`config.mk`:
```
export PLATFORM = sky130hd
export DESIGN_NAME = swfc_engine
export DESIGN_NICKNAME = d
export VERILOG_FILES = /design/src/rtl/swfc_pkg.sv /design/src/rtl/swfc_rx_matcher.sv /design/src/rtl/swfc_tx_inserter.sv /design/src/rtl/swfc_engine.sv
export SDC_FILE = /design/constraint.sdc
export NUM_CORES = 1
export LEC_CHECK = 0
export ABC_AREA = 1
export BUFFER_PORTS_ARGS = -buffer_cell sky130_fd_sc_hd__buf_2
export CORE_AREA = 2 2 95 97
export CTS_BUF_LIST = sky130_fd_sc_hd__clkbuf_4 sky130_fd_sc_hd__clkbuf_8 sky130_fd_sc_hd__clkbuf_16
export CTS_CLUSTER_SIZE = 25
export DETAILED_ROUTE_END_ITERATION = 10
export DIE_AREA = 0 0 97 99
export GPL_ROUTABILITY_DRIVEN = 0
export PLACE_DENSITY = 0.74
export REMOVE_ABC_BUFFERS = 1
export SYNTH_ARGS = -nofsm -noshare
export SYNTH_HDL_FRONTEND = slang
export SYNTH_HIERARCHICAL = 1
export SYNTH_SLANG_ARGS = --single-unit
```
`constraint.sdc`:
```
create_clock -name clk -period 1.9 [get_ports clk]
set_input_delay 0.285 -clock clk [delete_from_list [all_inputs] [get_ports clk]]
set_output_delay 0.285 -clock clk [all_outputs]
set_load 0.01 [all_outputs]
```
`src/rtl/swfc_pkg.sv`:
```
package swfc_pkg;
    localparam int CHAR_W = 8;

    typedef enum logic [1:0] {RX_IDLE, RX_HAVE_ON1, RX_HAVE_OFF1, RX_FLUSH} rx_state_e;
    typedef enum logic [1:0] {TX_IDLE, TX_SEND_FIRST, TX_SEND_SECOND} tx_state_e;

    typedef struct packed {
        logic [CHAR_W-1:0] xon1;
        logic [CHAR_W-1:0] xon2;
        logic [CHAR_W-1:0] xoff1;
        logic [CHAR_W-1:0] xoff2;
    } flow_chars_t;

    // wlen 0..3 selects 5..8 significant bits
    function automatic logic [CHAR_W-1:0] wlen_mask(input logic [1:0] wl);
        return {CHAR_W{1'b1}} >> (2'd3 - wl);
    endfunction
endpackage

```
`src/rtl/swfc_rx_matcher.sv`:
```
module swfc_rx_matcher
    import swfc_pkg::*;
(
    input  logic              clk,
    input  logic              rst_n,
    input  logic              sw_en,
    input  logic              dbl_mode,
    input  logic              spec_en,
    input  logic [1:0]        wlen,
    input  flow_chars_t       chars,
    input  logic              rx_valid,
    input  logic [CHAR_W-1:0] rx_data,
    output logic              fifo_wr_en,
    output logic [CHAR_W-1:0] fifo_wr_data,
    output logic              xoff_evt,
    output logic              xon_evt,
    output logic              special_evt,
    output rx_state_e         rx_state
);
    rx_state_e         state_q, state_d;
    logic [CHAR_W-1:0] hold_q, hold_d;
    logic [CHAR_W-1:0] mask;
    logic              on1, on2, off1, off2;
    logic              wr_d;
    logic [CHAR_W-1:0] wdata_d;

    always_ff @(posedge clk or negedge rst_n) begin
        if (!rst_n) state_q <= RX_IDLE;
        else        state_q <= state_d;
    end

    always_comb begin
        mask    = wlen_mask(wlen);
        on1     = ((rx_data ^ chars.xon1)  & mask) == '0;
        on2     = ((rx_data ^ chars.xon2)  & mask) == '0;
        off1    = ((rx_data ^ chars.xoff1) & mask) == '0;
        off2    = ((rx_data ^ chars.xoff2) & mask) == '0;
        state_d = state_q;
        hold_d  = hold_q;
        wr_d    = 1'b0;
        wdata_d = rx_data;
        xoff_evt = 1'b0;
        xon_evt  = 1'b0;
        unique case (state_q)
            RX_IDLE: if (rx_valid) begin
                if (!sw_en) wr_d = 1'b1;
                else if (!dbl_mode) begin
                    if (off1)     xoff_evt = 1'b1;
                    else if (on1) xon_evt  = 1'b1;
                    else          wr_d     = 1'b1;
                end else if (off1) begin
                    hold_d = rx_data; state_d = RX_HAVE_OFF1;
                end else if (on1) begin
                    hold_d = rx_data; state_d = RX_HAVE_ON1;
                end else wr_d = 1'b1;
            end
            RX_HAVE_ON1, RX_HAVE_OFF1: if (rx_valid) begin
                if ((state_q == RX_HAVE_ON1) ? on2 : off2) begin
                    xon_evt  = (state_q == RX_HAVE_ON1);
                    xoff_evt = (state_q == RX_HAVE_OFF1);
                    state_d  = RX_IDLE;
                end else begin
                    wr_d    = 1'b1;
                    wdata_d = hold_q;
                    hold_d  = rx_data;
                    state_d = RX_FLUSH;
                end
            end
            RX_FLUSH: begin
                wr_d    = 1'b1;
                wdata_d = hold_q;
                state_d = RX_IDLE;
            end
            default: state_d = RX_IDLE;
        endcase
        special_evt = wr_d && spec_en && (((wdata_d ^ chars.xoff2) & mask) == '0);
    end

    always_ff @(posedge clk or negedge rst_n) begin
        if (!rst_n) begin
            hold_q       <= '0;
            fifo_wr_en   <= 1'b0;
            fifo_wr_data <= '0;
        end else begin
            hold_q       <= hold_d;
            fifo_wr_en   <= wr_d;
            fifo_wr_data <= wdata_d;
        end
    end

    assign rx_state = state_q;
endmodule

```
`src/rtl/swfc_tx_inserter.sv`:
```
module swfc_tx_inserter
    import swfc_pkg::*;
#(
    parameter int LVL_W = 7
) (
    input  logic              clk,
    input  logic              rst_n,
    input  logic              auto_en,
    input  logic              dbl_mode,
    input  flow_chars_t       chars,
    input  logic [LVL_W-1:0]  fifo_level,
    input  logic [LVL_W-1:0]  halt_lvl,
    input  logic [LVL_W-1:0]  resume_lvl,
    input  logic              tx_busy,
    input  logic              inj_ack,
    output logic              inj_pending,
    output logic              inj_req,
    output logic [CHAR_W-1:0] inj_data
);
    tx_state_e state_q, state_d;
    logic      over_q, over_d;
    logic      send_off_q, send_off_d;

    always_ff @(posedge clk or negedge rst_n) begin
        if (!rst_n) begin
            state_q    <= TX_IDLE;
            over_q     <= 1'b0;
            send_off_q <= 1'b0;
        end else begin
            state_q    <= state_d;
            over_q     <= over_d;
            send_off_q <= send_off_d;
        end
    end

    always_comb begin
        state_d    = state_q;
        over_d     = over_q;
        send_off_d = send_off_q;
        inj_pending = (state_q != TX_IDLE);
        inj_req     = inj_pending && !tx_busy;
        unique case (state_q)
            TX_IDLE: if (auto_en) begin
                if (!over_q && fifo_level >= halt_lvl) begin
                    over_d = 1'b1; send_off_d = 1'b1; state_d = TX_SEND_FIRST;
                end else if (over_q && fifo_level <= resume_lvl) begin
                    over_d = 1'b0; send_off_d = 1'b0; state_d = TX_SEND_FIRST;
                end
            end
            TX_SEND_FIRST:  if (inj_req && inj_ack) state_d = dbl_mode ? TX_SEND_SECOND : TX_IDLE;
            TX_SEND_SECOND: if (inj_req && inj_ack) state_d = TX_IDLE;
            default: state_d = TX_IDLE;
        endcase
        if (state_q == TX_SEND_SECOND) inj_data = send_off_q ? chars.xoff2 : chars.xon2;
        else                           inj_data = send_off_q ? chars.xoff1 : chars.xon1;
    end
endmodule

```
`src/rtl/swfc_engine.sv`:
```
module swfc_engine
    import swfc_pkg::*;
#(
    parameter int LVL_W = 7
) (
    input  logic              clk,
    input  logic              rst_n,
    input  logic              sw_en,
    input  logic              dbl_mode,
    input  logic              spec_en,
    input  logic              auto_en,
    input  logic              int_en,
    input  logic [1:0]        wlen,
    input  logic              cfg_we,
    input  logic [1:0]        cfg_sel,
    input  logic [CHAR_W-1:0] cfg_wdata,
    input  logic              rx_valid,
    input  logic [CHAR_W-1:0] rx_data,
    input  logic [LVL_W-1:0]  fifo_level,
    input  logic [LVL_W-1:0]  halt_lvl,
    input  logic [LVL_W-1:0]  resume_lvl,
    input  logic              tx_busy,
    input  logic              inj_ack,
    output logic              fifo_wr_en,
    output logic [CHAR_W-1:0] fifo_wr_data,
    output logic              tx_permit,
    output logic              inj_req,
    output logic [CHAR_W-1:0] inj_data,
    output logic              flow_flag,
    output logic              irq
);
    flow_chars_t chars;
    logic        xoff_evt, xon_evt, special_evt;
    logic        suspended, permit_q, inj_pending;
    rx_state_e   rx_state;

    always_ff @(posedge clk or negedge rst_n) begin
        if (!rst_n) chars <= '0;
        else if (cfg_we) begin
            unique case (cfg_sel)
                2'd0: chars.xon1  <= cfg_wdata;
                2'd1: chars.xon2  <= cfg_wdata;
                2'd2: chars.xoff1 <= cfg_wdata;
                2'd3: chars.xoff2 <= cfg_wdata;
                default: ;
            endcase
        end
    end

    swfc_rx_matcher u_rx (
        .clk, .rst_n, .sw_en, .dbl_mode, .spec_en, .wlen, .chars,
        .rx_valid, .rx_data, .fifo_wr_en, .fifo_wr_data,
        .xoff_evt, .xon_evt, .special_evt, .rx_state
    );

    swfc_tx_inserter #(.LVL_W(LVL_W)) u_tx (
        .clk, .rst_n, .auto_en, .dbl_mode, .chars, .fifo_level,
        .halt_lvl, .resume_lvl, .tx_busy, .inj_ack,
        .inj_pending, .inj_req, .inj_data
    );

    always_ff @(posedge clk or negedge rst_n) begin
        if (!rst_n) begin
            suspended <= 1'b0;
            flow_flag <= 1'b0;
            permit_q  <= 1'b1;
        end else begin
            if (xoff_evt)     suspended <= 1'b1;
            else if (xon_evt) suspended <= 1'b0;
            if (xoff_evt || special_evt) flow_flag <= 1'b1;
            else if (xon_evt)            flow_flag <= 1'b0;
            if (!suspended)    permit_q <= 1'b1;
            else if (!tx_busy) permit_q <= 1'b0;
        end
    end

    assign tx_permit = permit_q && !inj_pending;
    assign irq       = flow_flag && int_en;
endmodule


```
# == Word level (Yosys, flattened, before mapping) ==
# Cells that the tools add are included.
# W data, S select, Z words.
# word_totals
register_bits,57
wordCells,139
# op_classes
shifts,1
n_lt_le_gt_ge,2
n_mux,59
reduce_logical,34
add_sub_neg,1
n_bitwise,10
eq_ne,19
# op_table
op,count
$mux W8,12
$and A8 B8 Y8,5
$logic_not A8 Y1,5
$xor A8 B8 Y8,5
$pmux W8 S2,2
$mux W1,27
$mux W2,13
$ne A2 B2 Y1 const B,7
$pmux W2 S3,2
$eq A2 B2 Y1 const B,5
$reduce_bool A2 Y1,5
$logic_and A1 B1 Y1,8
$reduce_and A2 Y1,4
$shr A8 B2 Y8 const A,1
$ge A7 B7 Y1,1
$le A7 B7 Y1,1
$reduce_and A7 Y1,1
$eq A2 B1 Y1 const B,3
$logic_not A2 Y1,3
$ne A3 B1 Y1 const B,2
$reduce_and A5 Y1,1
$ne A2 B1 Y1 const B,2
$pmux W1 S2,2
$reduce_and A4 Y1,1
6 further kinds,8

# == Depth between registers and ports, before layout ==
# Gate-level depths: netlist (run 1).
# logic_depth
ltp_word,14
ltp_mapped,21
depth_no_buf,21

# == Cells and area by module ==
# Netlist (run 1), hierarchy kept.
# modules_own_cells
module,cells_each,seq_area_each_um2,area_each_um2,instances
swfc_rx_matcher,307,475.5,1880.6,1
swfc_engine,157,877.1,1559.0,1
swfc_tx_inserter,131,75.1,774.5,1

# == Worst setup path before layout (run 1) ==
# No wires, ideal clock.
# synth_path
path_type,register -> register
start,register u_rx.state_q[0] (netlist: u_rx/rx_state[0])
end,register flow_flag
path_slack_ns,-0.151
stages_incl_launch_ff,13
period_less_slack_ns,2.051
arrival_time_ns,1.920
required_time_ns,1.769
cell_sequence,dfrtp_1 ha_1 dlygate4sd3_1 a21oi_1 nand2_1 nand3_1 nand2_1 nor2_1 nor2_1 nand2_1 nor2_1 nor2_1 o21ai_0
# synth_between
elab_chain_cells,11
# synth_rtl
item,line,rtl
start: declaration,swfc_rx_matcher.sv:20,"rx_state_e state_q, state_d;"
start signal: assignment,swfc_rx_matcher.sv:29,else state_q <= state_d;
$eq A2 B1 Y1,"swfc_rx_matcher.sv:44, swfc_rx_matcher.sv:58",
$mux W1,swfc_rx_matcher.sv:58,if ((state_q == RX_HAVE_ON1) ? on2 : off2) begin
$mux W8,swfc_rx_matcher.sv:58,
$mux W8,swfc_rx_matcher.sv:57,"RX_HAVE_ON1, RX_HAVE_OFF1: if (rx_valid) begin"
$pmux W8 S2,swfc_rx_matcher.sv:44,unique case (state_q)
$xor A8 B8 Y8,swfc_rx_matcher.sv:76,special_evt = wr_d && spec_en && (((wdata_d ^ chars.xoff2) & mask) == '0);
$and A8 B8 Y8,swfc_rx_matcher.sv:76,
$logic_not A8 Y1,swfc_rx_matcher.sv:76,
$logic_and A1 B1 Y1 (*),swfc_rx_matcher.sv:76,
net special_evt,swfc_engine.sv:33,"logic xoff_evt, xon_evt, special_evt;"
$logic_or A1 B1 Y1 (*),swfc_engine.sv:70,if (xoff_evt || special_evt) flow_flag <= 1'b1;
$mux W1 or $reduce_bool A2 Y1 (tied branches),n/a,
end signal: assignment,swfc_engine.sv:65,flow_flag <= 1'b0;
end signal: assignment,swfc_engine.sv:70,
end signal: assignment,swfc_engine.sv:71,else if (xon_evt) flow_flag <= 1'b0;
end: declaration,swfc_engine.sv:29,"output logic flow_flag,"
# Mark *: on every way through the listed nets, which the timed path passes. The rest lies on a longest branch.
# A chain may end at the register's enable or synchronous reset.

# == Worst setup path after layout (run 1) ==
# layout_path
start,register u_rx.state_q[1] (netlist: u_rx/rx_state[1])
end,register flow_flag
# Same word-level chain as after synthesis.

==> metrics.md, run 1 <==
| Metric | Value |
|---|---|
| Warnings, synthesis | 6 |
| Core ar. | 8550 sq um |
| Iter 0 DRT Violations | 377 |
| Total power | a little under 7000 uW |
| Area growth syn-to-layout | 32.2% |
| Ant diodes | 0 |
| Worst hold path type | input port to flip-flop |
| Buffers on Ports | 72 |
| RSZ-0062 raised after global routing | true |
| Clk network pwr share | 17.3% |
| Crit Path Class | flip-flop to flip-flop |
| Worst Path Buf+Inv | 3 |
| Final Hold Vio Count | 0 |
| Number of synthesized flops with an enable pin | 0 |
| Slew @ Worst Pin | 0.528 ns |
| Remaining global-route overflow | 0 |
| Final setup fails | 2 |
| Clk_skew | 0.0117 ns |
| Max Cap Viol | 0 |
| Mean Syn Cell Area | approximately 7.1 sq um |
| DR pass1 iterations | 8 |
| Final WL | around 12000 um |
| Period utilization | 115% |
| Die height | between 90 and 100 um |
| Cell types occupying the most area after synthesis | dfrtp_1 (33%), nand2_1 (17%), inv_1 (6.1%) |
| Failing checks | design-rule violations, negative setup slack |
| Outcome | complete, but fails checks |
| Post-synthesis async set-or-reset flop share | 100% |
| Crit start category | flip-flop |
| Sequential area share after synthesis | 33.9% |
| Yosys top cell area share | 33.3% |
| Sw frac | 43.5% |
| TritonCTS buffer count | 9 |
| Top FF cell, synth | dfrtp_1 |
| Dpl ws | -0.263 ns |
| Max incr delay on CP | 0.39 ns |
| TritonCTS clock tree | done |
| Cell Area, Synth | 4210 sq um |
| Commonest cells after routing, fill and taps aside | nand2_1 (183), buf_4 (73), buf_2 (72) |
| Int Power | 3910 uW |
| Crit end category | flip-flop |
| Power Density | 1240 nW/um^2 |
| Initial Util | between 40% and 50% |
| Rows | 34 |
| Root Driver | clkbuf_8 |
| Critical path's most frequent cell | nor2_1 |
| Final Util | 65.2% |
| Yosys cell types | 38 |
| Vias in the first global route | 4196 |
| Comb pwr share | 55.5% |
| Leak | 0.00305 uW |
| Critical Path Slowest Stage Cell | dfrtp_1 |
| GRT Resource Usage Total | 25.4% |
| Setup TNS Final | -0.435 ns |
| NetSw | 3010 uW |
| CTS H-tree lvls | 3 |
| Fmax | about 0.46 GHz |
| Fin crit period | 2.18 ns |
| Share of cells above drive strength 1 | 31.8% |
| Die area | around 9600 sq um |
| Clock sinks | 57 |
| Clk slew on worst S/H paths | 0.07 ns |
| Peak VDD IR | 0.000582 V |
| Worst-path maximum fanout | 6 |
| Worst endpoint required time | about 2.2 ns |
| Clock latency at the later pin of the worst-skew pair | 0.35 ns |
| Top cell type by total area after synthesis | dfrtp_1 |
| Final ANT Viol Nets | 0 |
| Initial antenna violation count | 0 |
| Sequential share of power | 27.2% |
| Synthesized netlist cell count | 595 |
| Pins over their slew limit | 0 |
| Yosys reg bits | 57 |
| Dpl hpwl | 8740 um |
| Nets | 811 |
| Max clock buf depth | 2 |
| Wirelength per Cell | 14.2 um |
| WP data arrival | 2.45 ns |
| Final WS setup | -0.278 ns |
| CP delay by family, top | simple AND/OR/NAND/NOR gates |
| Commonest non-fill, non-tap cell in the layout | nand2_1 |
| Pin count of the biggest net entering global routing | 58 |
| Num ports | between 70 and 80 |
| DRC errors left | 1 |
| Die width | approximately 97 um |
| Post-DR vias/cell | 5.30 |
| Global-route wire length before repair | 19800 um |
| Via count | about 4500 |
| Worst rel slew slack | 64.8% |
| CP cell instances | inv_2 > ha_4 > inv_2 > a21oi_2 > nand3_2 > nor2_4 > nand2_4 > buf_6 > nand4_1 > nand3_2 > nand2_2 > nand3_2 > nand2_2 > nor2_1 > nor2_1 > nand2_1 > nor2_1 > nor2_1 > o21ai_1 |
state kept, by name, summed over array words and instances, names as in the netlist:
register and count:
chars 32, u_rx/fifo_wr_data 8, u_rx/hold_q 8, u_rx/rx_state 2, u_tx/state_q 2, flow_flag 1, permit_q 1, suspended 1
u_rx/fifo_wr_en 1, u_tx/send_off_q 1
worst paths after layout:
kind | start | cells past startpoint | slack, ns | endpoint
max reg2reg | u_rx/rx_state[1] | 19 | -0.28 | flow_flag
max in group asynchronous | rst_n | 3 | 1.15 | permit_q
min | tx_busy | 3 | 0.16 | permit_q
min reg2reg | suspended | 1 | 0.44 | permit_q
min in group asynchronous | rst_n | 3 | 0.46 | u_rx/fifo_wr_data[7]
max | u_rx/rx_state[1] | 19 | -0.28 | flow_flag
synthesized netlist by cell type, types with 4 or more instances:
library cell,instances
inv_1,68
inv_2,7
dfrtp_1,56
xnor2_1,6
nand3_4,4
nor2_1,47
o21ai_0,27
nor3_1,6
buf_2,4
o22ai_1,8
o21ai_1,11
ha_1,19
xor2_1,4
nand4_1,32
a21oi_1,20
buf_6,10
nand3_1,36
nand2_1,196
metrics by stage:
step                cells  area [sq um]  hold slack, ns
floorplan             575          4020         -0.0106
global placement      827          5090           0.309
detailed placement    827          5090           0.312
CTS                   851          5400           0.148
global route          853          5570           0.166
finish                853          5570           0.156
power groups by stage:
stage          clock network [uW]  registers [uW]  logic, uW
2_1_floorplan                   0            1900       1780
3_3_place_gp                    0            1860       3240
6_report                     1190            1890       3840
3_5_place_dp                    0            1880       3330
5_1_grt                      1260            1930       4230
4_1_cts                      1210            1860       3510
per-layer routing:
layer | global-route usage (%) | wire length, um | vias to the layer above
li1 | - | - | 2224
met1 | 33.9 | 5150 | 2076
met2 | 41.3 | 5860 | 183
met3 | 3.69 | 798 | 36
met4 | 10.9 | 313 | 0
met5 | 0 | 0 | -
worst reg2reg max path: cells and delay by family (launching register included):
family | cells | cell delay [ns]
adders and majority gates | 1 | 0.12
buffers and inverters | 3 | 0.26
DFF | 1 | 0.39
AOI/OAI and AO/OA | 2 | 0.21
and+or+nand+nor | 13 | 1.12
area by class of cell:
class,instances,area [sq um]
fill,723,2980
multi-input combinational,443,2470
sequential,57,1430
timing repair buffer,152,1010
inverter,77,319
tap,108,135
clock buffer,9,124
clock inverter,7,80.1
repair_timing:
item / in CTS / in global routing
pin swaps: 13 / 22
gates resized for setup: 12 / 48
gates cloned: 1 / 1
endpoints found under the setup margin: 11 / 21
setup buffers: 6 / 5
hold buffers: 1 / 0
hold endpoints to repair: 56 / 0
logic make-up after synthesis:
group                    Yosys count  synth area share (%)
AND/OR/NAND/NOR                  337                  36.5
adder cells (fa/ha/maj)           19                  5.64
XOR/XNOR                          10                  2.08
buffers and inverters             97                  12.2
flip-flops                        57                  33.9
AO/OA/AOI/OAI                     75                  9.71
No activity file was read; power rests on OpenSTA's default activity.
==> run 2: changes to the inputs <==
--- a/config.mk
+++ b/config.mk
@@ -7,15 +7,15 @@
 export LEC_CHECK = 0
 export ABC_AREA = 1
 export BUFFER_PORTS_ARGS = -buffer_cell sky130_fd_sc_hd__buf_2
-export CORE_AREA = 2 2 95 97
+export CORE_AREA = 2 2 92 94
 export CTS_BUF_LIST = sky130_fd_sc_hd__clkbuf_4 sky130_fd_sc_hd__clkbuf_8 sky130_fd_sc_hd__clkbuf_16
+export CTS_CLUSTER_DIAMETER = 50
 export CTS_CLUSTER_SIZE = 25
 export DETAILED_ROUTE_END_ITERATION = 10
-export DIE_AREA = 0 0 97 99
+export DIE_AREA = 0 0 94 96
 export GPL_ROUTABILITY_DRIVEN = 0
 export PLACE_DENSITY = 0.74
 export REMOVE_ABC_BUFFERS = 1
 export SYNTH_ARGS = -nofsm -noshare
 export SYNTH_HDL_FRONTEND = slang
-export SYNTH_HIERARCHICAL = 1
 export SYNTH_SLANG_ARGS = --single-unit
==> run 2 against run 1 <==
  * The run ends with negative setup slack left
  * Sequential power down 3%
  * Synthesized cell count down 7.1%
  * Largest cell class unchanged
  * Worst setup slack better by 0.17 ns
  * Critical endpoint unchanged
==> metrics.md, run 2 <==
| Metric | Value |
|---|---|
| Outcome | complete, but fails checks |
| Failing checks | negative setup slack |
| WP data arrival | between 2 and 2.5 ns |
| Wirelength per Cell | 14.7 um |
| Crit end category | flip-flop |
| Largest regs | chars: 32 flops, u_rx.fifo_wr_data: 8 flops, u_rx.hold_q: 8 flops |
| Leak | 0.00289 uW |
| Post-DR vias/cell | 5.36 |
| Yosys cell types | 38 |
| Power Density | 1300 nW/um^2 |
| Final WS setup | -0.112 ns |
| Critical path's most frequent cell | nand2_1 |
| Slew @ Worst Pin | 0.636 ns |
| Commonest cells after routing, fill and taps aside | nand2_1 (156), buf_2 (72), inv_1 (68) |
| Die height | about 96 um |
| Die width | approximately 94 um |
| Final WL | 11800 um |
| DP Cell Count | ~760 |
| Worst hold path type | input port to flip-flop |
| TritonCTS buffer count | 9 |
| Yosys reg bits | between 50 and 60 |
| Top reg by flops | chars |
| GRT Resource Usage Total | 25.8% |
| Crit start category | flip-flop |
| Worst endpoint required time | 2.19 ns |
| NetSw | 2800 uW |
| TritonCTS clock tree | done |
| Critical Path Slowest Stage Cell | dfrtp_1 |
| Number of synthesized flops with an enable pin | 0 |
| Fin crit period | 2.01 ns |
| Dpl hpwl | 8020 um |
| Post-synth top cells | nand2_1 (172), inv_1 (74), dfrtp_1 (56), o21ai_0 (49), nand3_1 (38) |
| CTS H-tree lvls | 3 |
| Post-synthesis async set-or-reset flop share | 100% |
| Max Cap Viol | 0 |
| Peak VDD IR | 0.000509 V |
| Core ar. | approximately 8100 sq um |
| Global-route wire length before repair | roughly 18000 um |
| Mean Syn Cell Area | 7.02 sq um |
| Top FF cell, synth | dfrtp_1 |
| Via count | 4287 |
| Share of cells above drive strength 1 | between 30 and 40% |
| Largest register FFs | 32 |
| RSZ-0062 raised after global routing | true |
| Sequential share of power | 26.3% |
| Pins over their slew limit | 0 |
| Warnings, synthesis | 0 |
| Nets | around 760 |
| Final Non-Filler Cells | 800 |
| Comb pwr share | between 50 and 60% |
| Worst-path maximum fanout | 6 |
| Synthesized netlist cell count | 553 |
| Cell types occupying the most area after synthesis | dfrtp_1 (36%), nand2_1 (17%), inv_1 (7.2%) |
| Yosys top cell area share | a little over a third |
| Remaining global-route overflow | 0 |
| Initial Util | around 48% |
| Num ports | 73 |
| CP cell instances | inv_2 > ha_4 > inv_2 > nor2_1 > nand2_1 > nor2_4 > nand2_4 > nand4_1 > nand3_2 > nand2_2 > nand2_2 > nand2_1 > nand2_1 > nor2_2 > nand2_1 > nor2_1 > nand2_1 > nand2_1 |
| Final ANT Viol Nets | 0 |
| Root Driver | clkbuf_8 |
| Dpl ws | -0.212 ns |
| Buffers on Ports | 72 |
| Initial antenna violation count | 0 |
| Final setup fails | 10 |
| Max clock buf depth | 2 |
| Final Hold Vio Count | 0 |
| Commonest non-fill, non-tap cell in the layout | nand2_1 |
| DRC errors left | 0 |
| Iter 0 DRT Violations | 297 |
| Clk_skew | around 0.011 ns |
| Pin count of the biggest net entering global routing | 38 |
| Clock sinks | 57 |
| Area growth syn-to-layout | 38.2% |
| Worst rel slew slack | 57.5% |
| Max incr delay on CP | 0.39 ns |
| Vias in the first global route | 3975 |
| Clock latency at the later pin of the worst-skew pair | 0.35 ns |
| Total power | 6990 uW |
| Die area | 9020 sq um |
| Period utilization | 106% |
| Sequential area share after synthesis | 36.8% |
| Clk slew on worst S/H paths | 0.08 ns |
| Sw frac | 40.0% |
| Crit Path Class | flip-flop to flip-flop |
| Ant diodes | 0 |
| Top cell type by total area after synthesis | dfrtp_1 |
| Top-count cell post-synth | nand2_1 |
| Final Util | 66.6% |
| Int Power | between 4000 and 5000 uW |
| Cell Area, Synth | 3880 sq um |
| Rows | 33 |
| DR pass1 iterations | 5 |
| Clk network pwr share | a little over a fifth |
| Fmax | 0.497 GHz |
==> run 2: changes by cell type after synthesis, moves of 3 or more <==
cell      delta
nand2_1     -24
o22ai_1      -8
nand3_4      -3
clkbuf_8     -3
buf_6        -9
inv_1        +6
nand4_1     -21
o21ai_0     +22
a21oi_1      +8
o21ai_1      -9
a32oi_1      +6
nor2_1      -22
o21ai_2      +6
clkbuf_1    +10
==> run 2: what timing repair did <==
item                                   4_1_cts  5_1_grt
hold buffers                                 1        0
resized for setup                           20       52
endpoints found under the hold margin       19        0
gates cloned                                 4        0
pin swaps                                   20       36
buffers inserted                             8       10
setup endpoints to repair                   14       23
==> run 2: layout make-up <==
type / count / area [sq um]
fill: 681 / 2690
multi-input combinational: 399 / 2280
sequential: 57 / 1430
timing repair buffer: 138 / 946
inverter: 85 / 322
clock buffer: 12 / 165
tap: 105 / 131
clock inverter: 4 / 97.6
==> run 2: per-layer routing <==
layer | GRT usage [%] | wire length, um | up-vias | share of wire [%]
met5 | 0 | 0 | - | 0
met4 | 8.45 | 289 | 0 | 2.5
met3 | 4.93 | 650 | 39 | 5.5
met2 | 44.5 | 5750 | 165 | 49
met1 | 32.9 | 5100 | 2017 | 43
li1 | - | - | 2066 | -
==> run 2: worst paths after layout <==
check / from / endpoint / slack, ns / cells after the start
max in group asynchronous: rst_n / chars[2] / 0.82 / 3
min: tx_busy / permit_q / 0.22 / 3
min in group asynchronous: rst_n / suspended / 0.46 / 2
max: u_rx.rx_state[1] / flow_flag / -0.11 / 18
max reg2reg: u_rx.rx_state[1] / flow_flag / -0.11 / 18
min reg2reg: suspended / permit_q / 0.47 / 1
==> run 2: kinds of logic after synthesis <==
group	count (synthesis)	synth area share, %
AOI/OAI and AO/OA	102	15.3
adders and majority gates	19	6.12
DFF	57	36.8
buffers and inverters	100	9.99
and+or+nand+nor	264	29.3
xor gates and xnor gates	11	2.48
==> run 2: power by group through the flow <==
stage | combinational, uW | sequential, uW | clock, uW
3_3_place_gp | 2860 | 1810 | 0
5_1_grt | 3960 | 1880 | 1580
4_1_cts | 3150 | 1810 | 1510
6_report | 3640 | 1840 | 1510
2_1_floorplan | 1660 | 1850 | 0
3_5_place_dp | 2960 | 1820 | 0
==> run 2: worst max-delay path, delay by kind of cell (launching register included) <==
kind / cells / cell delay (ns)
flip-flops: 1 / 0.39
buffers and inverters: 2 / 0.11
adder cells (fa/ha/maj): 1 / 0.15
AND/OR/NAND/NOR: 15 / 1.32
==> run 2: stage by stage <==
| step | cell area [sq um] | TNS [ns] | hold slack [ns] |
|---|---|---|---|
| 3_5_place_dp | 4680 | -1.45 | 0.305 |
| 3_3_place_gp | 4680 | -0.916 | 0.299 |
| 6_report | 5370 | -0.530 | 0.215 |
| 5_1_grt | 5370 | -1.58 | 0.225 |
| 4_1_cts | 5100 | -0.0719 | 0.204 |
| 2_1_floorplan | 3810 | -0.381 | -0.0106 |
==> run 3: changes to the inputs <==
--- a/config.mk
+++ b/config.mk
@@ -14,7 +14,7 @@
 export DETAILED_ROUTE_END_ITERATION = 10
 export DIE_AREA = 0 0 94 96
 export GPL_ROUTABILITY_DRIVEN = 0
-export PLACE_DENSITY = 0.74
+export PLACE_DENSITY_LB_ADDON = 0.05
 export REMOVE_ABC_BUFFERS = 1
 export SYNTH_ARGS = -nofsm -noshare
 export SYNTH_HDL_FRONTEND = slang
==> run 3 against run 2 <==
  * The run still ends with negative setup slack left
  * Worst setup slack got worse by 0.0050 ns
  * Flip-flop and latch count did not move
  * Final cell count fell by 0.38%
  * Largest cell class unchanged
  * Largest power group unchanged
==> metrics.md, run 3 (synthesis results as in run 2) <==
| Metric | Value |
|---|---|
| Rows | 33 |
| CTS H-tree lvls | 3 |
| Largest register FFs | 32 |
| Worst endpoint required time | 2.19 ns |
| Final ANT Viol Nets | 0 |
| Leak | 0.00286 uW |
| Initial antenna violation count | 0 |
| Clock latency at the later pin of the worst-skew pair | 0.35 ns |
| Crit Path Class | flip-flop to flip-flop |
| Power Density | 1270 nW/um^2 |
| TritonCTS buffer count | 9 |
| Multi-input gate area | 2250 sq um |
| Core ar. | 8050 sq um |
| Iter 0 DRT Violations | between 200 and 250 |
| Clk network pwr share | 19.8% |
| Pin count of the biggest net entering global routing | 58 |
| Dpl hpwl | a little over 8000 um |
| Final WL | roughly 11000 um |
| Max incr delay on CP | 0.41 ns |
| Fin crit period | 2.02 ns |
| Slew @ Worst Pin | 0.629 ns |
| Failing checks | negative setup slack |
| Worst Hold Depth | 3 |
| WP data arrival | around 2.3 ns |
| Nets | about 760 |
| Gr busiest metal | met2 |
| Int Power | around 3900 uW |
| Period utilization | 106% |
| Wirelength per Cell | 14.0 um |
| Buffers on Ports | 72 |
| Crit end category | flip-flop |
| Register area | 1430 sq um |
| Final setup fails | 3 |
| Sw frac | about 41% |
| CP cell instances | ha_4 > a21oi_2 > nand3_2 > nor2_4 > nand2_4 > nand4_1 > nand3_2 > nand2_2 > nand2_2 > nand2_1 > nand4_1 > nor2_1 > nand2_1 > nand2_1 |
| Final Non-Filler Cells | approximately 800 |
| TritonCTS clock tree | done |
| DR pass1 iterations | 5 |
| Die height | about 96 um |
| DRC errors left | 0 |
| Critical path's most frequent cell | nand2_1 |
| Max clock buf depth | 2 |
| Die area | ~9000 sq um |
| Ant diodes | 0 |
| Clk slew on worst S/H paths | roughly 0.07 ns |
| Routing usage on met1 | roughly a third |
| Worst rel slew slack | 57.9% |
| Worst Path Buf+Inv | 0 |
| Critical Path Slowest Stage Cell | dfrtp_1 |
| Filler instances | 763 |
| Dpl ws | -0.145 ns |
| Commonest non-fill, non-tap cell in the layout | nand2_1 |
| Peak VDD IR | 0.000604 V |
| Worst hold path type | input port to flip-flop |
| Remaining global-route overflow | 0 |
| Comb pwr share | between 50% and 60% |
| RSZ-0062 raised after global routing | true |
| Largest regs | chars: 32 flops, u_rx.fifo_wr_data: 8 flops, u_rx.hold_q: 8 flops |
| R2R depth | 14 |
| Via count | around 4200 |
| Crit start category | flip-flop |
| DP Cell Count | between 700 and 800 |
| Fmax | 0.496 GHz |
| CP delay by family, top | simple AND/OR/NAND/NOR gates |
| Hold slack | around 0.18 ns |
| Share of cells above drive strength 1 | 32.4% |
| Worst-path maximum fanout | 5 |
| Top reg by flops | chars |
| RR Endpoint | flow_flag |
| NetSw | 2710 uW |
| Final WS setup | -0.117 ns |
| Clock sinks | 57 |
| Cell area after placement | 4760 sq um |
| Clk_skew | ~0.0096 ns |
| Final Hold Vio Count | 0 |
| Num ports | 73 |
| Global routing usage on met3 | 4.23% |
| FF-to-FF Start | u_rx.rx_state[0] |
| Pins over their slew limit | 0 |
| Commonest cells after routing, fill and taps aside | nand2_1 (156), buf_2 (72), inv_1 (71) |
| Area growth syn-to-layout | 35.3% |
| Outcome | complete, but fails checks |
| R2r setup slk | -0.12 ns |
| GR Layer Usage met2 | about 44% |
| Sequential share of power | around 28% |
| Root Driver | clkbuf_8 |
| Fin area | 5250 sq um |
| Initial Util | 48.2% |
| Vias in the first global route | 3901 |
| Hold path start | tx_busy |
| Hold Path End | permit_q |
| Max Cap Viol | 0 |
| Die width | 94 um |
| GRT Resource Usage Total | between 20% and 30% |
| Post-DR vias/cell | 5.21 |
| Global-route wire length before repair | 17900 um |
==> run 3: worst max path at each step <==
| stage | startpoint | endpoint | slack, ns | depth (start not counted) |
|---|---|---|---|---|
| 2_1_floorplan | u_rx.rx_state[0] | u_rx.hold_q[0] | -0.05 | 6 |
| 3_3_place_gp | fifo_level[2] | u_tx.send_off_q | -0.13 | 13 |
| 3_5_place_dp | u_rx.rx_state[1] | flow_flag | -0.14 | 15 |
| 4_1_cts | u_rx.rx_state[0] | flow_flag | -0.04 | 16 |
| 5_1_grt | u_rx.rx_state[1] | flow_flag | -0.22 | 17 |
| 6_report | u_rx.rx_state[0] | flow_flag | -0.12 | 14 |
==> run 3: worst register-to-register path, delay by kind of cell, from the launching register on <==
| kind | cells | cell delay, ns |
|---|---|---|
| AOI/OAI and AO/OA | 1 | 0.12 |
| DFF | 1 | 0.41 |
| adders and majority gates | 1 | 0.19 |
| and+or+nand+nor | 12 | 1.23 |
==> run 3: power by group through the flow <==
stage	sequential [uW]	clock (uW)	combinational, uW
after floorplan	1850	0	1660
after global placement	1820	0	3040
after detailed placement	1830	0	3080
after CTS	1820	1320	3240
after global routing	1870	1380	3870
final	1830	1320	3500
==> run 3: timing repair <==
action,4_1_cts,5_1_grt
cloned,3,1
resized for setup,21,35
buffers inserted,4,2
hold buffers,1,0
endpoints found under the hold margin,56,0
endpoints found under the setup margin,12,18
pin swaps,14,25
==> run 3: final cells by class <==
| class | instances | area share, % |
|---|---|---|
| multi-input cells | 399 | 42.9 |
| flip-flops and latches | 57 | 27.2 |
| clock buffers | 15 | 3.81 |
| repair buffers | 135 | 16.9 |
| inverters | 85 | 6.17 |
| clock inverters | 1 | 0.572 |
| well taps | 105 | 2.50 |
==> run 3: through the flow <==
step                      setup TNS [ns]  total power (uW)  utilization (%)
after detailed placement           -1.33              4910             59.1
after CTS                        -0.0360              6380             63.7
after floorplan                   -0.381              3510                -
after global routing               -1.21              7120             65.2
after global placement             -1.29              4860             59.1
final                             -0.156              6650             65.2
==> run 3: metal layers <==
layer	part of all wire, %	vias up
met3	5.3	27
met4	2.1	0
li1	-	2057
met5	0	-
met2	48	138
met1	44	1934
